$ cat config.mk
export PLATFORM = sky130hd
export DESIGN_NAME = adpcm_keyon_seq
export DESIGN_NICKNAME = d
export VERILOG_FILES = /design/src/rtl/adpcm_seq_pkg.sv /design/src/rtl/adpcm_seq_regs.sv /design/src/rtl/adpcm_seq_slot.sv /design/src/rtl/adpcm_seq_dec.sv /design/src/rtl/adpcm_seq_chan.sv /design/src/rtl/adpcm_keyon_seq.sv
export SDC_FILE = /design/constraint.sdc
export NUM_CORES = 1
export LEC_CHECK = 0
export BUFFER_PORTS_ARGS = -buffer_cell sky130_fd_sc_hd__buf_2
export CAP_MARGIN = 40
export CORE_MARGIN = 5
export CORE_UTILIZATION = 52
export CTS_CLUSTER_SIZE = 20
export DETAILED_ROUTE_END_ITERATION = 7
export PLACE_DENSITY = 0.7
export SETUP_SLACK_MARGIN = 0.02
export SLEW_MARGIN = 20
export SYNTH_ARGS = -nofsm -noshare
export SYNTH_HDL_FRONTEND = slang
export SYNTH_HIERARCHICAL = 1
export SYNTH_SLANG_ARGS = --single-unit
$ cat constraint.sdc
create_clock -name clk_i -period 8.27 [get_ports clk_i]
set_input_delay 0.827 -clock clk_i [delete_from_list [all_inputs] [get_ports clk_i]]
set_output_delay 0.827 -clock clk_i [all_outputs]
set_load 0.01 [all_outputs]
$ cat src/rtl/adpcm_seq_pkg.sv
package adpcm_seq_pkg;
  localparam int ACC_W  = 12;
  localparam int IDX_W  = 6;
  localparam int IDX_MX = 48;
  localparam int LVL_W  = 5;

  function automatic logic [10:0] step_size(input logic [IDX_W-1:0] i);
    case (i)
      6'd0:  return 11'd16;   6'd1:  return 11'd17;   6'd2:  return 11'd19;
      6'd3:  return 11'd21;   6'd4:  return 11'd23;   6'd5:  return 11'd25;
      6'd6:  return 11'd28;   6'd7:  return 11'd31;   6'd8:  return 11'd34;
      6'd9:  return 11'd37;   6'd10: return 11'd41;   6'd11: return 11'd45;
      6'd12: return 11'd50;   6'd13: return 11'd55;   6'd14: return 11'd60;
      6'd15: return 11'd66;   6'd16: return 11'd73;   6'd17: return 11'd80;
      6'd18: return 11'd88;   6'd19: return 11'd97;   6'd20: return 11'd107;
      6'd21: return 11'd118;  6'd22: return 11'd130;  6'd23: return 11'd143;
      6'd24: return 11'd157;  6'd25: return 11'd173;  6'd26: return 11'd190;
      6'd27: return 11'd209;  6'd28: return 11'd230;  6'd29: return 11'd253;
      6'd30: return 11'd279;  6'd31: return 11'd307;  6'd32: return 11'd337;
      6'd33: return 11'd371;  6'd34: return 11'd408;  6'd35: return 11'd449;
      6'd36: return 11'd494;  6'd37: return 11'd544;  6'd38: return 11'd598;
      6'd39: return 11'd658;  6'd40: return 11'd724;  6'd41: return 11'd796;
      6'd42: return 11'd876;  6'd43: return 11'd963;  6'd44: return 11'd1060;
      6'd45: return 11'd1166; 6'd46: return 11'd1282; 6'd47: return 11'd1411;
      default: return 11'd1552;
    endcase
  endfunction

  function automatic logic signed [4:0] idx_adj(input logic [2:0] m);
    case (m)
      3'd4:    return 5'sd2;
      3'd5:    return 5'sd5;
      3'd6:    return 5'sd7;
      3'd7:    return 5'sd9;
      default: return -5'sd1;
    endcase
  endfunction
endpackage

$ cat src/rtl/adpcm_seq_regs.sv
module adpcm_seq_regs
  import adpcm_seq_pkg::*;
#(
  parameter int N_CH = 6
) (
  input  logic                  clk_i,
  input  logic                  rst_ni,
  input  logic                  wr_en_i,
  input  logic [5:0]            wr_addr_i,
  input  logic [7:0]            wr_data_i,
  output logic [N_CH-1:0]       keyon_o,
  output logic [N_CH-1:0]       dump_o,
  output logic [N_CH-1:0]       pan_l_o,
  output logic [N_CH-1:0]       pan_r_o,
  output logic [N_CH*LVL_W-1:0] lvl_o,
  output logic [5:0]            tl_o,
  output logic [N_CH*16-1:0]    start_o,
  output logic [N_CH*16-1:0]    end_o
);
  logic ctl_hit;
  logic [5:0] tl_q;

  assign ctl_hit = wr_en_i && (wr_addr_i == 6'h00);
  assign keyon_o = (ctl_hit && !wr_data_i[7]) ? wr_data_i[N_CH-1:0] : '0;
  assign dump_o  = (ctl_hit &&  wr_data_i[7]) ? wr_data_i[N_CH-1:0] : '0;
  assign tl_o    = tl_q;

  always_ff @(posedge clk_i or negedge rst_ni) begin
    if (!rst_ni)                              tl_q <= '0;
    else if (wr_en_i && wr_addr_i == 6'h01)   tl_q <= wr_data_i[5:0];
  end

  for (genvar c = 0; c < N_CH; c++) begin : g_ch
    localparam logic [5:0] A_PAN = 6'(8 + c);
    localparam logic [5:0] A_SL  = 6'(16 + c);
    localparam logic [5:0] A_SH  = 6'(24 + c);
    localparam logic [5:0] A_EL  = 6'(32 + c);
    localparam logic [5:0] A_EH  = 6'(40 + c);
    logic [7:0]  pan_q;
    logic [15:0] st_q, en_q;

    always_ff @(posedge clk_i or negedge rst_ni) begin
      if (!rst_ni) begin
        pan_q <= '0;
        st_q  <= '0;
        en_q  <= '0;
      end else if (wr_en_i) begin
        if (wr_addr_i == A_PAN) pan_q      <= wr_data_i;
        if (wr_addr_i == A_SL)  st_q[7:0]  <= wr_data_i;
        if (wr_addr_i == A_SH)  st_q[15:8] <= wr_data_i;
        if (wr_addr_i == A_EL)  en_q[7:0]  <= wr_data_i;
        if (wr_addr_i == A_EH)  en_q[15:8] <= wr_data_i;
      end
    end

    assign pan_l_o[c]              = pan_q[7];
    assign pan_r_o[c]              = pan_q[6];
    assign lvl_o[c*LVL_W +: LVL_W] = pan_q[LVL_W-1:0];
    assign start_o[c*16 +: 16]     = st_q;
    assign end_o[c*16 +: 16]       = en_q;
  end


  ctl_excl_chk: assert property (@(posedge clk_i) disable iff (!rst_ni)
    (keyon_o & dump_o) == '0);
endmodule

$ cat src/rtl/adpcm_seq_slot.sv
module adpcm_seq_slot #(
  parameter int N_CH = 6,
  localparam int CW = $clog2(N_CH)
) (
  input  logic            clk_i,
  input  logic            rst_ni,
  output logic [CW-1:0]   slot_o,
  output logic [N_CH-1:0] sel_o
);
  logic [CW-1:0] slot_q;

  always_ff @(posedge clk_i or negedge rst_ni) begin
    if (!rst_ni)                           slot_q <= '0;
    else if (slot_q == CW'(N_CH - 1))      slot_q <= '0;
    else                                   slot_q <= slot_q + 1'b1;
  end

  assign slot_o = slot_q;
  for (genvar c = 0; c < N_CH; c++) begin : g_sel
    assign sel_o[c] = (slot_q == CW'(c));
  end


  slot_onehot_chk: assert property (@(posedge clk_i) disable iff (!rst_ni)
    $onehot(sel_o));
endmodule

$ cat src/rtl/adpcm_seq_dec.sv
module adpcm_seq_dec
  import adpcm_seq_pkg::*;
(
  input  logic [ACC_W-1:0] acc_i,
  input  logic [IDX_W-1:0] idx_i,
  input  logic [3:0]       nib_i,
  output logic [ACC_W-1:0] acc_o,
  output logic [IDX_W-1:0] idx_o
);
  logic [10:0]        step;
  logic [14:0]        prod;
  logic [ACC_W-1:0]   delta;
  logic signed [7:0]  idx_sum;

  always_comb begin
    step    = step_size(idx_i);
    prod    = 15'({nib_i[2:0], 1'b1}) * 15'(step);
    delta   = ACC_W'(prod >> 3);
    acc_o   = nib_i[3] ? (acc_i - delta) : (acc_i + delta);
    idx_sum = $signed({2'b00, idx_i}) + 8'(idx_adj(nib_i[2:0]));
    if (idx_sum < 0)                   idx_o = '0;
    else if (idx_sum > 8'sd48)         idx_o = IDX_W'(IDX_MX);
    else                               idx_o = idx_sum[IDX_W-1:0];
  end
endmodule

$ cat src/rtl/adpcm_seq_chan.sv
module adpcm_seq_chan
  import adpcm_seq_pkg::*;
#(
  parameter int ADDR_SHIFT = 8,
  localparam int AW = 16 + ADDR_SHIFT
) (
  input  logic             clk_i,
  input  logic             rst_ni,
  input  logic             sel_i,
  input  logic             keyon_i,
  input  logic             dump_i,
  input  logic [15:0]      start_i,
  input  logic [15:0]      end_i,
  input  logic [7:0]       mem_data_i,
  input  logic [ACC_W-1:0] dec_acc_i,
  input  logic [IDX_W-1:0] dec_idx_i,
  output logic             play_o,
  output logic             fetch_o,
  output logic [AW-1:0]    addr_o,
  output logic [3:0]       nib_o,
  output logic [ACC_W-1:0] acc_o,
  output logic [IDX_W-1:0] idx_o
);
  logic             play_q, nib_q;
  logic [3:0]       lo_q;
  logic [AW-1:0]    addr_q, last_addr;
  logic [ACC_W-1:0] acc_q;
  logic [IDX_W-1:0] idx_q;
  logic             act;

  assign last_addr = {end_i, {ADDR_SHIFT{1'b1}}};
  assign act       = sel_i && play_q;

  always_ff @(posedge clk_i or negedge rst_ni) begin
    if (!rst_ni) begin
      play_q <= 1'b0;
      nib_q  <= 1'b0;
      lo_q   <= '0;
      addr_q <= '0;
      acc_q  <= '0;
      idx_q  <= '0;
    end else if (keyon_i) begin
      play_q <= 1'b1;
      nib_q  <= 1'b0;
      addr_q <= {start_i, {ADDR_SHIFT{1'b0}}};
      acc_q  <= '0;
      idx_q  <= '0;
    end else if (dump_i) begin
      play_q <= 1'b0;
    end else if (act) begin
      acc_q <= dec_acc_i;
      idx_q <= dec_idx_i;
      if (!nib_q) begin
        lo_q  <= mem_data_i[3:0];
        nib_q <= 1'b1;
      end else begin
        nib_q <= 1'b0;
        if (addr_q == last_addr) play_q <= 1'b0;
        else                     addr_q <= addr_q + 1'b1;
      end
    end
  end

  assign play_o  = play_q;
  assign fetch_o = act && !nib_q;
  assign addr_o  = addr_q;
  assign nib_o   = nib_q ? lo_q : mem_data_i[7:4];
  assign acc_o   = acc_q;
  assign idx_o   = idx_q;


  keyon_load_chk: assert property (@(posedge clk_i) disable iff (!rst_ni)
    keyon_i |=> play_q && !nib_q && acc_q == '0 && idx_q == '0
               && addr_q == $past({start_i, {ADDR_SHIFT{1'b0}}}));

  dump_stop_chk: assert property (@(posedge clk_i) disable iff (!rst_ni)
    (dump_i && !keyon_i) |=> !play_q);

  end_stop_chk: assert property (@(posedge clk_i) disable iff (!rst_ni)
    (act && nib_q && !keyon_i && !dump_i && addr_q == last_addr) |=> !play_q);

  addr_adv_chk: assert property (@(posedge clk_i) disable iff (!rst_ni)
    (act && nib_q && !keyon_i && !dump_i && addr_q != last_addr)
      |=> play_q && addr_q == $past(addr_q) + 1'b1);

  idx_range_chk: assert property (@(posedge clk_i) disable iff (!rst_ni)
    idx_q <= IDX_W'(IDX_MX));
endmodule

$ cat src/rtl/adpcm_keyon_seq.sv
module adpcm_keyon_seq
  import adpcm_seq_pkg::*;
#(
  parameter int N_CH       = 6,
  parameter int ADDR_SHIFT = 8,
  localparam int AW = 16 + ADDR_SHIFT,
  localparam int CW = $clog2(N_CH)
) (
  input  logic                  clk_i,
  input  logic                  rst_ni,
  input  logic                  wr_en_i,
  input  logic [5:0]            wr_addr_i,
  input  logic [7:0]            wr_data_i,
  output logic                  mem_rd_o,
  output logic [AW-1:0]         mem_addr_o,
  input  logic [7:0]            mem_data_i,
  output logic [N_CH-1:0]       playing_o,
  output logic [N_CH*ACC_W-1:0] samp_o,
  output logic [N_CH-1:0]       left_o,
  output logic [N_CH-1:0]       right_o,
  output logic [N_CH*LVL_W-1:0] inst_lvl_o,
  output logic [5:0]            total_lvl_o
);
  logic [N_CH-1:0]    keyon, dump, pan_l, pan_r, sel, play, fetch;
  logic [N_CH*16-1:0] start_a, end_a;
  logic [CW-1:0]      slot;
  logic [AW-1:0]      addr_a [N_CH];
  logic [3:0]         nib_a  [N_CH];
  logic [ACC_W-1:0]   acc_a  [N_CH];
  logic [IDX_W-1:0]   idx_a  [N_CH];
  logic [ACC_W-1:0]   dec_acc;
  logic [IDX_W-1:0]   dec_idx;

  adpcm_seq_regs #(.N_CH(N_CH)) u_regs (
    .clk_i, .rst_ni, .wr_en_i, .wr_addr_i, .wr_data_i,
    .keyon_o(keyon), .dump_o(dump), .pan_l_o(pan_l), .pan_r_o(pan_r),
    .lvl_o(inst_lvl_o), .tl_o(total_lvl_o), .start_o(start_a), .end_o(end_a)
  );

  adpcm_seq_slot #(.N_CH(N_CH)) u_slot (
    .clk_i, .rst_ni, .slot_o(slot), .sel_o(sel)
  );

  // one decoder time-shared across voices by slot
  adpcm_seq_dec u_dec (
    .acc_i(acc_a[slot]), .idx_i(idx_a[slot]), .nib_i(nib_a[slot]),
    .acc_o(dec_acc), .idx_o(dec_idx)
  );

  for (genvar c = 0; c < N_CH; c++) begin : g_ch
    adpcm_seq_chan #(.ADDR_SHIFT(ADDR_SHIFT)) u_chan (
      .clk_i, .rst_ni,
      .sel_i(sel[c]), .keyon_i(keyon[c]), .dump_i(dump[c]),
      .start_i(start_a[c*16 +: 16]), .end_i(end_a[c*16 +: 16]),
      .mem_data_i, .dec_acc_i(dec_acc), .dec_idx_i(dec_idx),
      .play_o(play[c]), .fetch_o(fetch[c]), .addr_o(addr_a[c]),
      .nib_o(nib_a[c]), .acc_o(acc_a[c]), .idx_o(idx_a[c])
    );
    assign samp_o[c*ACC_W +: ACC_W] = play[c] ? acc_a[c] : '0;
  end

  always_comb begin
    mem_addr_o = '0;
    for (int c = 0; c < N_CH; c++)
      if (fetch[c]) mem_addr_o = mem_addr_o | addr_a[c];
  end

  assign mem_rd_o  = |fetch;
  assign playing_o = play;
  assign left_o    = play & pan_l;
  assign right_o   = play & pan_r;


  single_fetch_chk: assert property (@(posedge clk_i) disable iff (!rst_ni)
    $onehot0(fetch) && (mem_rd_o == (fetch != '0)));

  pan_gate_chk: assert property (@(posedge clk_i) disable iff (!rst_ni)
    ((left_o | right_o) & ~playing_o) == '0);

  idle_quiet_chk: assert property (@(posedge clk_i) disable iff (!rst_ni)
    (playing_o == '0) |-> (!mem_rd_o && samp_o == '0));
endmodule

==> After elaboration in Yosys (flattened, before gate mapping) <==
Memories as Yosys holds them, arrays and structs flattened.
Cells that the tools add are included.
{ "word_totals": {"register_bits": 537, "romBits": 704, "input_bits": 25, "word_cells": 431, "memories": 1} }
{ "mem_list": {"columns": ["name", "words", "word_bits", "rd", "rd_clocked_by_memory_dff", "wr", "line_no", "rtl"], "rows": [
  ["(name not given)", 64, 11, 1, 0, 0, "adpcm_seq_pkg.sv:8", "case (i)"]
]} }
{ "op_classes": {"addsub": 10, "multipliers": 1, "order_cmp": 3, "eq_ne": 58, "muxes": 154, "bitwise_logic": 26, "reduce_logical": 110} }
{ "op_table": {"columns": ["operator", "count"], "rows": [
  ["2-to-1 mux 24 bit", 36],
  ["2-to-1 mux 12 bit", 27],
  ["adder 24 x 1 -> 24 bit (second input constant)", 6],
  ["== test 24 bit", 6],
  ["2-to-1 mux 6 bit", 24],
  ["bitwise OR 24 bit", 5],
  ["== test 6 x 5 -> 1 bit (second input constant)", 12],
  ["== test 6 bit (second input constant)", 12],
  ["AND reduction 2 bit", 36],
  ["2-to-1 mux 1 bit", 54],
  ["nonzero test 3 bit", 18],
  ["AND reduction 4 bit", 12],
  ["binary-select mux 12 bit (select 3 bit)", 1],
  ["== test 6 x 4 -> 1 bit (second input constant)", 6],
  ["2-to-1 mux 4 bit", 8],
  ["inequality test 2 bit (second input constant)", 12],
  ["nonzero test 2 bit", 12],
  ["case mux 5 bit (4 select lines)", 1],
  ["binary-select mux 6 bit (select 3 bit)", 1],
  ["== test 3 bit (second input constant)", 6],
  ["NOT 1 bit", 18],
  ["AND reduction 3 bit", 6],
  ["logical AND 1 bit", 16],
  ["multiplier 4 x 11 -> 15 bit", 1],
  ["other kinds (18)", 26]
]} }

==> Depth between registers and ports, before layout <==
Gate-level depths: netlist of the first run.
{ "logic_depth": {"depth_word": 14, "mapped_depth": 37} }

==> Cells and area by module <==
Netlist of the first run, hierarchy kept.
{ "modules_own_cells": {"columns": ["mod", "instances", "cells_per_inst", "area_each_um2", "seq_area_each_um2"], "rows": [
  ["adpcm_seq_chan", 6, 267, 2561.2, 1201.2],
  ["adpcm_seq_regs", 1, 572, 9303.9, 6005.8],
  ["adpcm_seq_dec", 1, 404, 3025.4, 0.0],
  ["adpcm_keyon_seq", 1, 334, 2603.7, 0.0],
  ["adpcm_seq_slot", 1, 15, 152.6, 75.1]
]} }

==> Least setup slack after synthesis of the first run <==
Ideal clock, no wire load.
{ "synth_path": {"path_kind": "register to register", "start": "register u_slot.slot_q[1], in the netlist u_slot/slot_o[1]", "end": "register g_ch[0].u_chan.acc_q[11]", "arrival_time_ns": 7.295, "t_required_ns": 8.192, "path_slack_ns": 0.897, "path_stages_with_launch": 33, "n_path_buf": 2, "period_less_slack_ns": 7.373, "path_cell_list": "dfrtp_1 > buf_6 > nand2b_4 > buf_2 > o221ai_2 > inv_1 > ha_1 > nor2_1 > a2111oi_0 > a21oi_1 > o22ai_1 > nand2_1 > fa_1 > inv_1 > fa_1 > fa_1 > a21o_1 > a31o_2 > a21oi_1 > xor2_1 > nand2_1 > nor4_1 > a21oi_1 > xor2_1 > ha_1 > nand3_1 > nand2_1 > a41o_1 > o41ai_1 > xnor2_1 > xnor2_1 > nand2_1 > a21oi_1"} }
{ "synth_between": {"elab_chain_cells": 11} }
{ "synth_lines": {"columns": ["item", "line_no", "rtl"], "rows": [
  ["from (decl)", "adpcm_seq_slot.sv:10", "logic [CW-1:0] slot_q;"],
  ["from (signal assigned)", "adpcm_seq_slot.sv:15", "else slot_q <= slot_q + 1'b1;"],
  ["NOT 3 -> 4 bit (implied by the code) *", "adpcm_keyon_seq.sv:46", ".acc_i(acc_a[slot]), .idx_i(idx_a[slot]), .nib_i(nib_a[slot]),"],
  ["binary-select mux 6 bit (select 3 bit)", "adpcm_keyon_seq.sv:46", null],
  ["2-to-1 mux 6 bit (implied by the code) (2 in series)", "adpcm_keyon_seq.sv:46", null],
  ["memory (64 x 11 bit)", null, null],
  ["multiplier 4 x 11 -> 15 bit", "adpcm_seq_dec.sv:17", "prod = 15'({nib_i[2:0], 1'b1}) * 15'(step);"],
  ["adder 12 bit / subtractor 12 bit (equally long branches)", "adpcm_seq_dec.sv:19", "acc_o = nib_i[3] ? (acc_i - delta) : (acc_i + delta);"],
  ["2-to-1 mux 12 bit *", "adpcm_seq_dec.sv:19", null],
  ["net dec_acc[11]", "adpcm_keyon_seq.sv:31", "logic [ACC_W-1:0] dec_acc;"],
  ["2-to-1 mux 12 bit *", "adpcm_seq_chan.sv:50", "end else if (act) begin"],
  ["2-to-1 mux 12 bit *", "adpcm_seq_chan.sv:48", "end else if (dump_i) begin"],
  ["2-to-1 mux 12 bit *", "adpcm_seq_chan.sv:42", "end else if (keyon_i) begin"],
  ["to (signal assigned)", "adpcm_seq_chan.sv:51", "acc_q <= dec_acc_i;"],
  ["to (decl)", "adpcm_seq_chan.sv:27", "logic [ACC_W-1:0] acc_q;"]
]} }
The timed path passes the listed nets; every way through them passes the cells marked *. The select of a mux whose other input is x is not followed.
A chain may end at the register's enable or synchronous reset.

==> Worst setup path in the final report of the first run <==
{ "layout_path": {"start": "register u_slot.slot_q[1], in the netlist u_slot/slot_o[1]", "end": "register g_ch[5].u_chan.acc_q[11]"} }
{ "layout_between": {"elab_chain_cells": 11} }
{ "layout_lines": {"columns": ["item", "line_no"], "rows": [
  ["NOT 3 -> 4 bit (implied by the code) *", "adpcm_keyon_seq.sv:46"],
  ["binary-select mux 6 bit (select 3 bit)", "adpcm_keyon_seq.sv:46"],
  ["2-to-1 mux 6 bit (implied by the code) (2 in series)", "adpcm_keyon_seq.sv:46"],
  ["memory (64 x 11 bit)", null],
  ["multiplier 4 x 11 -> 15 bit", "adpcm_seq_dec.sv:17"],
  ["adder 12 bit / subtractor 12 bit (equally long branches)", "adpcm_seq_dec.sv:19"],
  ["2-to-1 mux 12 bit *", "adpcm_seq_dec.sv:19"],
  ["net dec_acc[11]", "adpcm_keyon_seq.sv:31"],
  ["2-to-1 mux 12 bit *", "adpcm_seq_chan.sv:50"],
  ["2-to-1 mux 12 bit *", "adpcm_seq_chan.sv:48"],
  ["2-to-1 mux 12 bit *", "adpcm_seq_chan.sv:42"],
  ["to (signal assigned)", "adpcm_seq_chan.sv:51"],
  ["to (decl)", "adpcm_seq_chan.sv:27"]
]} }
Marked as above.

==> run metrics, run 1 <==
CTS tree done; class of the worst hold path in2async; Setup crit end kind flop; DP HPWL ~65 mm; dpl cells around 3800; Routed WL per cell ~24 um; Critical Path Fanout Max 14; sequential area share after synthesis 43.6%; final slew viol count 0; EDFF count, synth 0; most used cell, CP nand2_1; Max VDD drop 639 uV; Synth Instances 2927; WP data required about 8.8 ns; largest net degree at the start of global routing 177; input/output buffers 175; Die Area 0.0635 mm2; CTS Buffer Depth 3; RSZ-0062 raised after global routing no; Fmax 128 MHz; drt drc 0; clock transition at the registers of the reported paths 0.06 ns; slowest cell on the critical path dfrtp_4; # setup viols final 0; Mapped Avg Cell Area 10.4 um2; Via density 6.19; Initial Util a little over half; final net count 3166; std cell rows just under 90; crit path buf inv count 2; Synth Register Bits between 500 and 600; drt initial violations 2300; YS warnings 6; Final min period 7.84 ns; Fin Hold WS ~0.17 ns; CTS Sinks 531; layout cells sized above 1 approximately a quarter; Final period util a little over nine tenths; core area just under 0.06 mm2; commonest cells in the netlist dfrtp_1, nand2_1, mux2_2; FFs w/ async S/R, synth 100%; WL final roughly 94 mm; Filler Cells Inserted 4884; setup TNS 0 ns; First-pass DRT Iterations 5; remaining global-route overflow 0; Max Cap Viol 0; Post-Layout Cell Count 3885; Synth area leaders dfrtp_1, mux2_2, xor2_1, nand2_1, and2_1; first-pass GRT wire length 145 mm; htree depth 2; GP Congestion 1.01; Die H 252 um; Crit Path Category reg2reg; R2R Setup Slk 0.43 ns; initial antenna violation count 3; Reg2Reg Depth 28; syn nets 3023; CP delay by family, top compound AO/OA/AOI/OAI gates; I/O Pins around 180; startpoint types flop; Hold Vio Cnt, Final 0; PD cells 253 mW/mm2; launching point of the worst reg2reg path u_slot/slot_o[1]$_DFF_PN0_; Synth area leader dfrtp_1; top-count cell post-synth dfrtp_1; Worst Tran Pin Value 1.05 ns; status finished, final reports clean; ANT nets after route 0; vias in the first global route 24500; Syn Std Cell Area 0.0305 mm2; DP Area 0.0321 mm2; clock latency at the later pin of the worst-skew pair about 0.64 ns; Finished Cell Area around 0.034 mm2; reg2reg end g_ch[5].u_chan/acc_o[11]$_DFFE_PN0P_; crit path DAT 8.34 ns; Max-slew headroom between 20 and 30%; Synth-to-Final Area Change 12.9%; Worst Skew about 0.055 ns; TritonCTS Buffers just under 60; root buffer cell clkbuf_16; gr usage total 28.8%; post-synthesis cell type count 92; Die W 252 um; top cell type's share of synthesized area 43.6%; via count 24100; LEAKAGE 16.4 nW; crit-path max cell delay 0.60 ns; Main synth FF type dfrtp_1
power by group:
| part | internal (mW) | leakage (nW) | total [mW] | switching, mW |
|---|---|---|---|---|
| sequential | 2.94 | 7.17 | 3.24 | 0.300 |
| clock | 1.73 | 1.05 | 2.86 | 1.13 |
| combinational | 1.01 | 8.20 | 2.62 | 1.61 |
sequential cells by signal, indices dropped and copies added (netlist names):
name                count
g_ch.u_chan/addr_o    144
u_regs/g_ch.en_q       96
u_regs/g_ch.st_q       96
g_ch.u_chan/acc_o      72
u_regs/g_ch.pan_q      42
g_ch.u_chan/idx_o      36
g_ch.u_chan/lo_q       24
g_ch.u_chan/nib_q       6
g_ch.u_chan/play_o      6
u_regs/tl_o             6
u_slot/slot_o           3
placed cells by master, fill, tap and decap left out, types with 25 or more instances in the layout:
cell type,synthesis,final
o21ai_0,97,97
clkbuf_16,0,59
inv_1,57,57
xor2_1,202,202
mux2_2,298,298
nand2_1,397,397
nand4_1,60,60
a22oi_1,72,72
dfrtp_1,531,529
o21ai_1,25,25
ha_1,51,51
xnor2_1,42,41
buf_2,29,175
buf_4,8,44
o211ai_1,32,32
nor2_1,92,90
nor3_1,26,26
and3_1,28,28
mux2i_1,52,52
nand3_1,52,52
and2_1,129,122
a21oi_1,156,156
kinds of logic (layout without fill, tap and decap cells):
kind of cell	count (synthesis)	in the layout	share of synthesized area [%]
other	0	1	0
adders and majority gates	71	71	3.41
buffers and inverters	213	405	3.13
AOI/OAI and AO/OA	512	512	11.3
xor gates and xnor gates	244	244	7.02
and+or+nand+nor	979	979	17.5
DFF	531	531	43.6
muxes	377	377	14.0
through the flow:
stage | total power [mW] | util [%] | setup WS (ns)
floorplan | 4.88 | - | 0.897
global placement | 5.70 | 55.3 | 0.368
detailed placement | 5.82 | 55.6 | 0.156
CTS | 8.70 | 59.3 | 0.107
global route | 9.12 | 59.5 | 0.0490
finish | 8.71 | 59.5 | 0.434
worst max path at each step:
stage	to	depth (start not counted)	start
finish	g_ch[5].u_chan/acc_o[11]$_DFFE_PN0P_	28	u_slot/slot_o[1]$_DFF_PN0_
global route	g_ch[5].u_chan/acc_o[11]$_DFFE_PN0P_	27	u_slot/slot_o[1]$_DFF_PN0_
CTS	g_ch[0].u_chan/acc_o[11]$_DFFE_PN0P_	28	u_slot/slot_o[1]$_DFF_PN0_
floorplan	g_ch[0].u_chan/acc_o[11]$_DFFE_PN0P_	32	u_slot/slot_o[1]$_DFF_PN0_
global placement	g_ch[1].u_chan/acc_o[11]$_DFFE_PN0P_	30	u_slot/slot_o[1]$_DFF_PN0_
detailed placement	g_ch[0].u_chan/acc_o[11]$_DFFE_PN0P_	28	u_slot/slot_o[1]$_DFF_PN0_
layer usage:
| layer | vias to the layer above | GRT usage [%] | wire [um] |
|---|---|---|---|
| met1 | 12100 | 38.5 | 38100 |
| met2 | 1093 | 47.0 | 43900 |
| met3 | 229 | 5.25 | 7830 |
| li1 | 10700 | - | - |
| met5 | - | 0 | 19 |
| met4 | 2 | 11.4 | 4090 |
repair_timing:
item | in CTS | in global routing
setup buffers | 0 | 1
hold buffers | 0 | 0
setup endpoints to repair | 0 | 12
gates resized for setup | 0 | 11
final cells by class:
type	instances	area, um2	area share (%)
Sequential cell	531	13300	38.6
Timing Repair Buffer	238	1510	4.38
Multi-Input combinational cell	2183	16300	47.3
Clock buffer	70	1610	4.67
Antenna cell	1	2.50	0.00728
Inverter	58	218	0.633
Clock inverter	39	533	1.55
Tap cell	765	957	2.78
(Power assumes the default switching activity.)
==> run 2: changes to the inputs <==
CORE_UTILIZATION = 62   (was 52)
PLACE_DENSITY = 0.81   (was 0.7)
==> run metrics, run 2 (synthesis results as in run 1) <==
status finished, final reports clean; Die H 232 um; startpoint types flop; hold_buf cts 0; Max Cap Viol 0; std cell rows 81; clock transition at the registers of the reported paths 0.06 ns; PD cells 246 mW/mm2; drt drc 0; crit path buf inv count 2; first-pass GRT wire length 142 mm; TritonCTS Buffers between 50 and 60; leading cell types in the layout, fill and taps excluded dfrtp_1, nand2_1, mux2_2; WL final just over 90 mm; Die Area 0.0537 mm2; Routed WL per cell 24.1 um; Hold Vio Cnt, Final 0; Worst Skew 0.0339 ns; Reg2Reg Depth 29; R2R Setup Slk 0.42 ns; most common cell after layout, fill and taps aside dfrtp_1; htree depth 2; Setup Buffers After CTS 0; final net count about 3200; layout cells sized above 1 25.0%; CTS Buffer Depth 3; drt initial violations 2471; LEAKAGE between 15 and 20 nW; initial antenna violation count 4; launching point of the worst reg2reg path u_slot/slot_o[1]$_DFF_PN0_; Final period util 94.9%; crit-path max cell delay 0.58 ns; root buffer cell clkbuf_16; input/output buffers about 180; ANT nets after route 0; Worst Tran Pin Value 1.01 ns; crit path DAT 8.37 ns; reg2reg end g_ch[2].u_chan/acc_o[11]$_DFFE_PN0P_; First-pass DRT Iterations 6; CTS Sinks between 500 and 600; remaining global-route overflow 0; via count 24400; Synth-to-Final Area Change 11.2%; WP data required 8.79 ns; slowest cell on the critical path fa_1; DP HPWL 62.6 mm; Max-slew headroom 32.5%; final core occ a little over two thirds; Initial Util 62.5%; Final min period 7.85 ns; Filler Cells Inserted ~3500; CTS tree done; Setup crit end kind flop; Die W about 230 um; class of the worst hold path in2async; GP Congestion 0.977; vias in the first global route 24600; clock latency at the later pin of the worst-skew pair 0.62 ns; Fmax 127 MHz; Crit Path Category reg2reg; PnR Total Power 8.34 mW; most used cell, CP ha_1; CP delay by family, top adder cells; # setup viols final 0; Max VDD drop slightly below 300 uV; max reg flops roughly 140; gr usage total roughly a third; largest net degree at the start of global routing 177; Via density 6.48; Critical Path Fanout Max 13; core area 0.0487 mm2; I/O Pins around 180; final slew viol count 0
[run 2: cell count changes in the layout (fill, tap and decap cells not counted), moves of 2 or more]
cell / change
buf_4: -5
buf_6: +2
buf_8: -4
bufinv_16: -6
clkbuf_1: +13
clkbuf_16: -6
clkbuf_4: +2
clkbuf_8: +5
clkinv_2: -9
clkinvlp_4: -6
diode_2: +3
inv_6: -2
nor2_1: +2
nor2_2: -3
[run 2: report_power, final]
part | internal (mW) | total (mW) | switching, mW
clock network | 1.46 | 2.50 | 1.03
registers | 2.94 | 3.23 | 0.294
logic | 1.00 | 2.61 | 1.61
total | 5.40 | 8.34 | 2.94
[run 2: worst max-delay path by stage]
stage / slack [ns] / depth (start not counted) / endpoint / start
2_1_floorplan: 0.90 / 32 / g_ch[0].u_chan/acc_o[11]$_DFFE_PN0P_ / u_slot/slot_o[1]$_DFF_PN0_
3_3_place_gp: 0.39 / 27 / g_ch[1].u_chan/acc_o[11]$_DFFE_PN0P_ / u_slot/slot_o[2]$_DFF_PN0_
3_5_place_dp: 0.26 / 30 / g_ch[1].u_chan/acc_o[11]$_DFFE_PN0P_ / u_slot/slot_o[2]$_DFF_PN0_
4_1_cts: 0.21 / 30 / g_ch[2].u_chan/acc_o[11]$_DFFE_PN0P_ / u_slot/slot_o[2]$_DFF_PN0_
5_1_grt: -0.0005 / 29 / g_ch[1].u_chan/acc_o[11]$_DFFE_PN0P_ / u_slot/slot_o[1]$_DFF_PN0_
6_report: 0.42 / 29 / g_ch[2].u_chan/acc_o[11]$_DFFE_PN0P_ / u_slot/slot_o[1]$_DFF_PN0_
[run 2: what timing repair did]
| item | CTS | global route |
|---|---|---|
| hold endpoints to repair | 0 | 0 |
| endpoints found under the setup margin | 0 | 19 |
| gates resized for setup | 0 | 10 |
[run 2: layout make-up]
| type | count | area (um2) | area share, % |
|---|---|---|---|
| diodes | 4 | 10.0 | 0.0296 |
| multi-input cells | 2183 | 16300 | 48.1 |
| flip-flops and latches | 531 | 13300 | 39.3 |
| inverters | 58 | 218 | 0.643 |
| clock inverters | 15 | 219 | 0.647 |
| clock buffers | 82 | 1580 | 4.65 |
| well taps | 664 | 831 | 2.45 |
| repair buffers | 234 | 1440 | 4.26 |
[run 2: through the flow]
step / setup TNS, ns / instance area [um2] / instances / hold WS (ns) / setup slack (ns)
3_5_place_dp: 0 / 31900 / 3664 / 0.466 / 0.256
4_1_cts: 0 / 33700 / 3761 / 0.339 / 0.206
3_3_place_gp: 0 / 31800 / 3654 / 0.456 / 0.386
5_1_grt: -0.000498 / 33800 / 3768 / 0.374 / -0.000498
6_report: 0 / 33900 / 3771 / 0.297 / 0.421
2_1_floorplan: 0 / 30500 / 2927 / 0.444 / 0.897
[run 2: metal layers]
| metal | GRT usage, % | up-vias | share of wire (%) |
|---|---|---|---|
| met1 | 43.7 | 12100 | 39 |
| met2 | 54.0 | 1337 | 47 |
| li1 | - | 10700 | - |
| met5 | 0 | - | 0.030 |
| met4 | 14.6 | 4 | 5.0 |
| met3 | 6.99 | 299 | 9.3 |
==> run 3: changes to the inputs <==
==> constraint.sdc (replaced) <==
create_clock -name clk_i -period 8.27 [get_ports clk_i]
set_input_delay 0.4135 -clock clk_i [delete_from_list [all_inputs] [get_ports clk_i]]
set_output_delay 0.4135 -clock clk_i [all_outputs]
set_load 0.01 [all_outputs]
==> run metrics, run 3 (synthesis results as in run 1) <==
WP data required about 9 ns; gr usage total about a third; largest net degree at the start of global routing around 180; Final period util 95.0%; WL final 90.4 mm; Die W 232 um; First-pass DRT Iterations 7; Worst Tran Pin Value 1.03 ns; vias in the first global route 24300; Fin Hold WS about 0.13 ns; Clock Power Share 30.4%; dpl cells 3663; CTS Sinks 531; final slew viol count 0; RSZ-0062 raised after global routing no; DP HPWL 62.6 mm; sequential power share 39.0%; clock latency at the later pin of the worst-skew pair 0.61 ns; clock transition at the registers of the reported paths 0.06 ns; CTS tree done; final core occ 69.5%; Hold Vio Cnt, Final 0; Max-slew headroom between 30% and 40%; Max Cap Viol 0; layout cells sized above 1 25.1%; Die Area 0.0537 mm2; Finished Cell Area 0.0339 mm2; WHS Path Cells 2; Routed WL per cell between 20 and 25 um; drt drc 0; Comb pwr share 30.6%; class of the worst hold path in2reg; leading cell types in the layout, fill and taps excluded dfrtp_1, nand2_1, mux2_2; M1 WL around 35 mm; std cell rows 81; Die H 232 um; Sw Pwr 2.90 mW; Filler Cells Inserted roughly 3500; Reg2Reg Depth 29; first-pass GRT wire length 140 mm; most common cell after layout, fill and taps aside dfrtp_1; met3 wire length 8.28 mm; I/O Pins ~180; crit path DAT 8.37 ns; CTS Buffer Depth 3; Switching Share a little over a third; root buffer cell clkbuf_16; Setup Buffers After CTS 0; Final min period a little under 8 ns; Synth-to-Final Area Change 11.3%; max reg flops 144; status finished, final reports clean; TritonCTS Buffers 54; crit-path max cell delay between 0.5 and 0.6 ns; PD cells around 240 mW/mm2; DP Area 0.0319 mm2; slowest cell on the critical path fa_1; Fmax approximately 130 MHz; via count 24400; Initial Util roughly 62%; Via density approximately 6.5; remaining global-route overflow 0; P_int roughly 5.4 mW; drt initial violations 2618; GP Congestion 0.977; top sig layer met5; Setup crit end kind flop; Critical Path Fanout Max 13; core area around 0.049 mm2; final net count 3157; met2 WL 42.5 mm; htree depth 2; setup TNS 0 ns; LEAKAGE 16.2 nW; Post-Layout Cell Count 3772; initial antenna violation count 5; ANT nets after route 0; Max VDD drop roughly 330 uV; Crit Path Category reg2reg; input/output buffers 175; Worst Skew 0.0122 ns; startpoint types flop; # setup viols final 0
## run 3: cell count changes in the layout (fill, tap and decap cells not counted), moves of 2 or more
cell / previous run / this run
clkbuf_8: 14 / 8
clkbuf_4: 2 / 0
clkbuf_16: 53 / 57
clkinv_2: 8 / 12
## run 3: area by class of cell
type | instances | area, um2 | share of cell area [%]
Inverter | 58 | 218 | 0.642
Timing Repair Buffer | 233 | 1450 | 4.28
Antenna cell | 4 | 10.0 | 0.0295
Sequential cell | 531 | 13300 | 39.2
Multi-Input combinational cell | 2183 | 16300 | 48.0
Tap cell | 664 | 831 | 2.45
Clock inverter | 18 | 219 | 0.646
Clock buffer | 81 | 1600 | 4.71
## run 3: power by group through the flow
stage / registers [mW] / logic [mW] / clock network, mW
after floorplan: 3.15 / 1.74 / 0
after detailed placement: 3.27 / 2.46 / 0
after global routing: 3.27 / 2.72 / 2.66
final: 3.23 / 2.54 / 2.52
after CTS: 3.23 / 2.48 / 2.54
after global placement: 3.25 / 2.37 / 0
## run 3: path summary, 6_finish.rpt
path                                                           from                                    end  slack (ns)
worst max-delay path                     u_slot/slot_o[1]$_DFF_PN0_   g_ch[1].u_chan/acc_o[11]$_DFFE_PN0P_        0.42
worst min-delay path                                  mem_data_i[3]     g_ch[2].u_chan/lo_q[3]$_DFFE_PN0P_        0.13
worst max register to register           u_slot/slot_o[1]$_DFF_PN0_   g_ch[1].u_chan/acc_o[11]$_DFFE_PN0P_        0.42
worst min register to register  u_regs/g_ch[5].st_q[14]$_DFFE_PN0P_  g_ch[5].u_chan/addr_o[22]$_DFFE_PN0P_        0.47
max in group asynchronous                                    rst_ni    u_regs/g_ch[3].en_q[14]$_DFFE_PN0P_        6.34
min in group asynchronous                                    rst_ni    g_ch[2].u_chan/idx_o[0]$_DFFE_PN0P_        0.48
## run 3: per-stage QoR
step,total power [mW],setup WS [ns]
global route,8.64,0.0104
global placement,5.62,0.385
detailed placement,5.73,0.209
CTS,8.24,0.152
finish,8.28,0.417
floorplan,4.88,0.897
## run 3: worst max-delay path: cells and delay by family (launching register included)
kind	cells	cell delay, ns
simple gates	8	1.33
buf+inv	2	0.48
fa+ha+maj	5	1.99
xor+xnor	3	0.66
flops	1	0.51
mux	2	0.80
compound gates	9	2.01
## run 3: repair_timing
item | CTS | global route
setup endpoints to repair | 0 | 24
hold buffers | 1 | 0
endpoints found under the hold margin | 109 | 0
resized for setup | 0 | 13
## run 3: metal layers
layer / GRT usage, % / up-vias
li1: - / 10700
met1: 43.9 / 12200
met2: 52.9 / 1337
met3: 6.03 / 280
met4: 15.5 / 6
met5: 0 / -
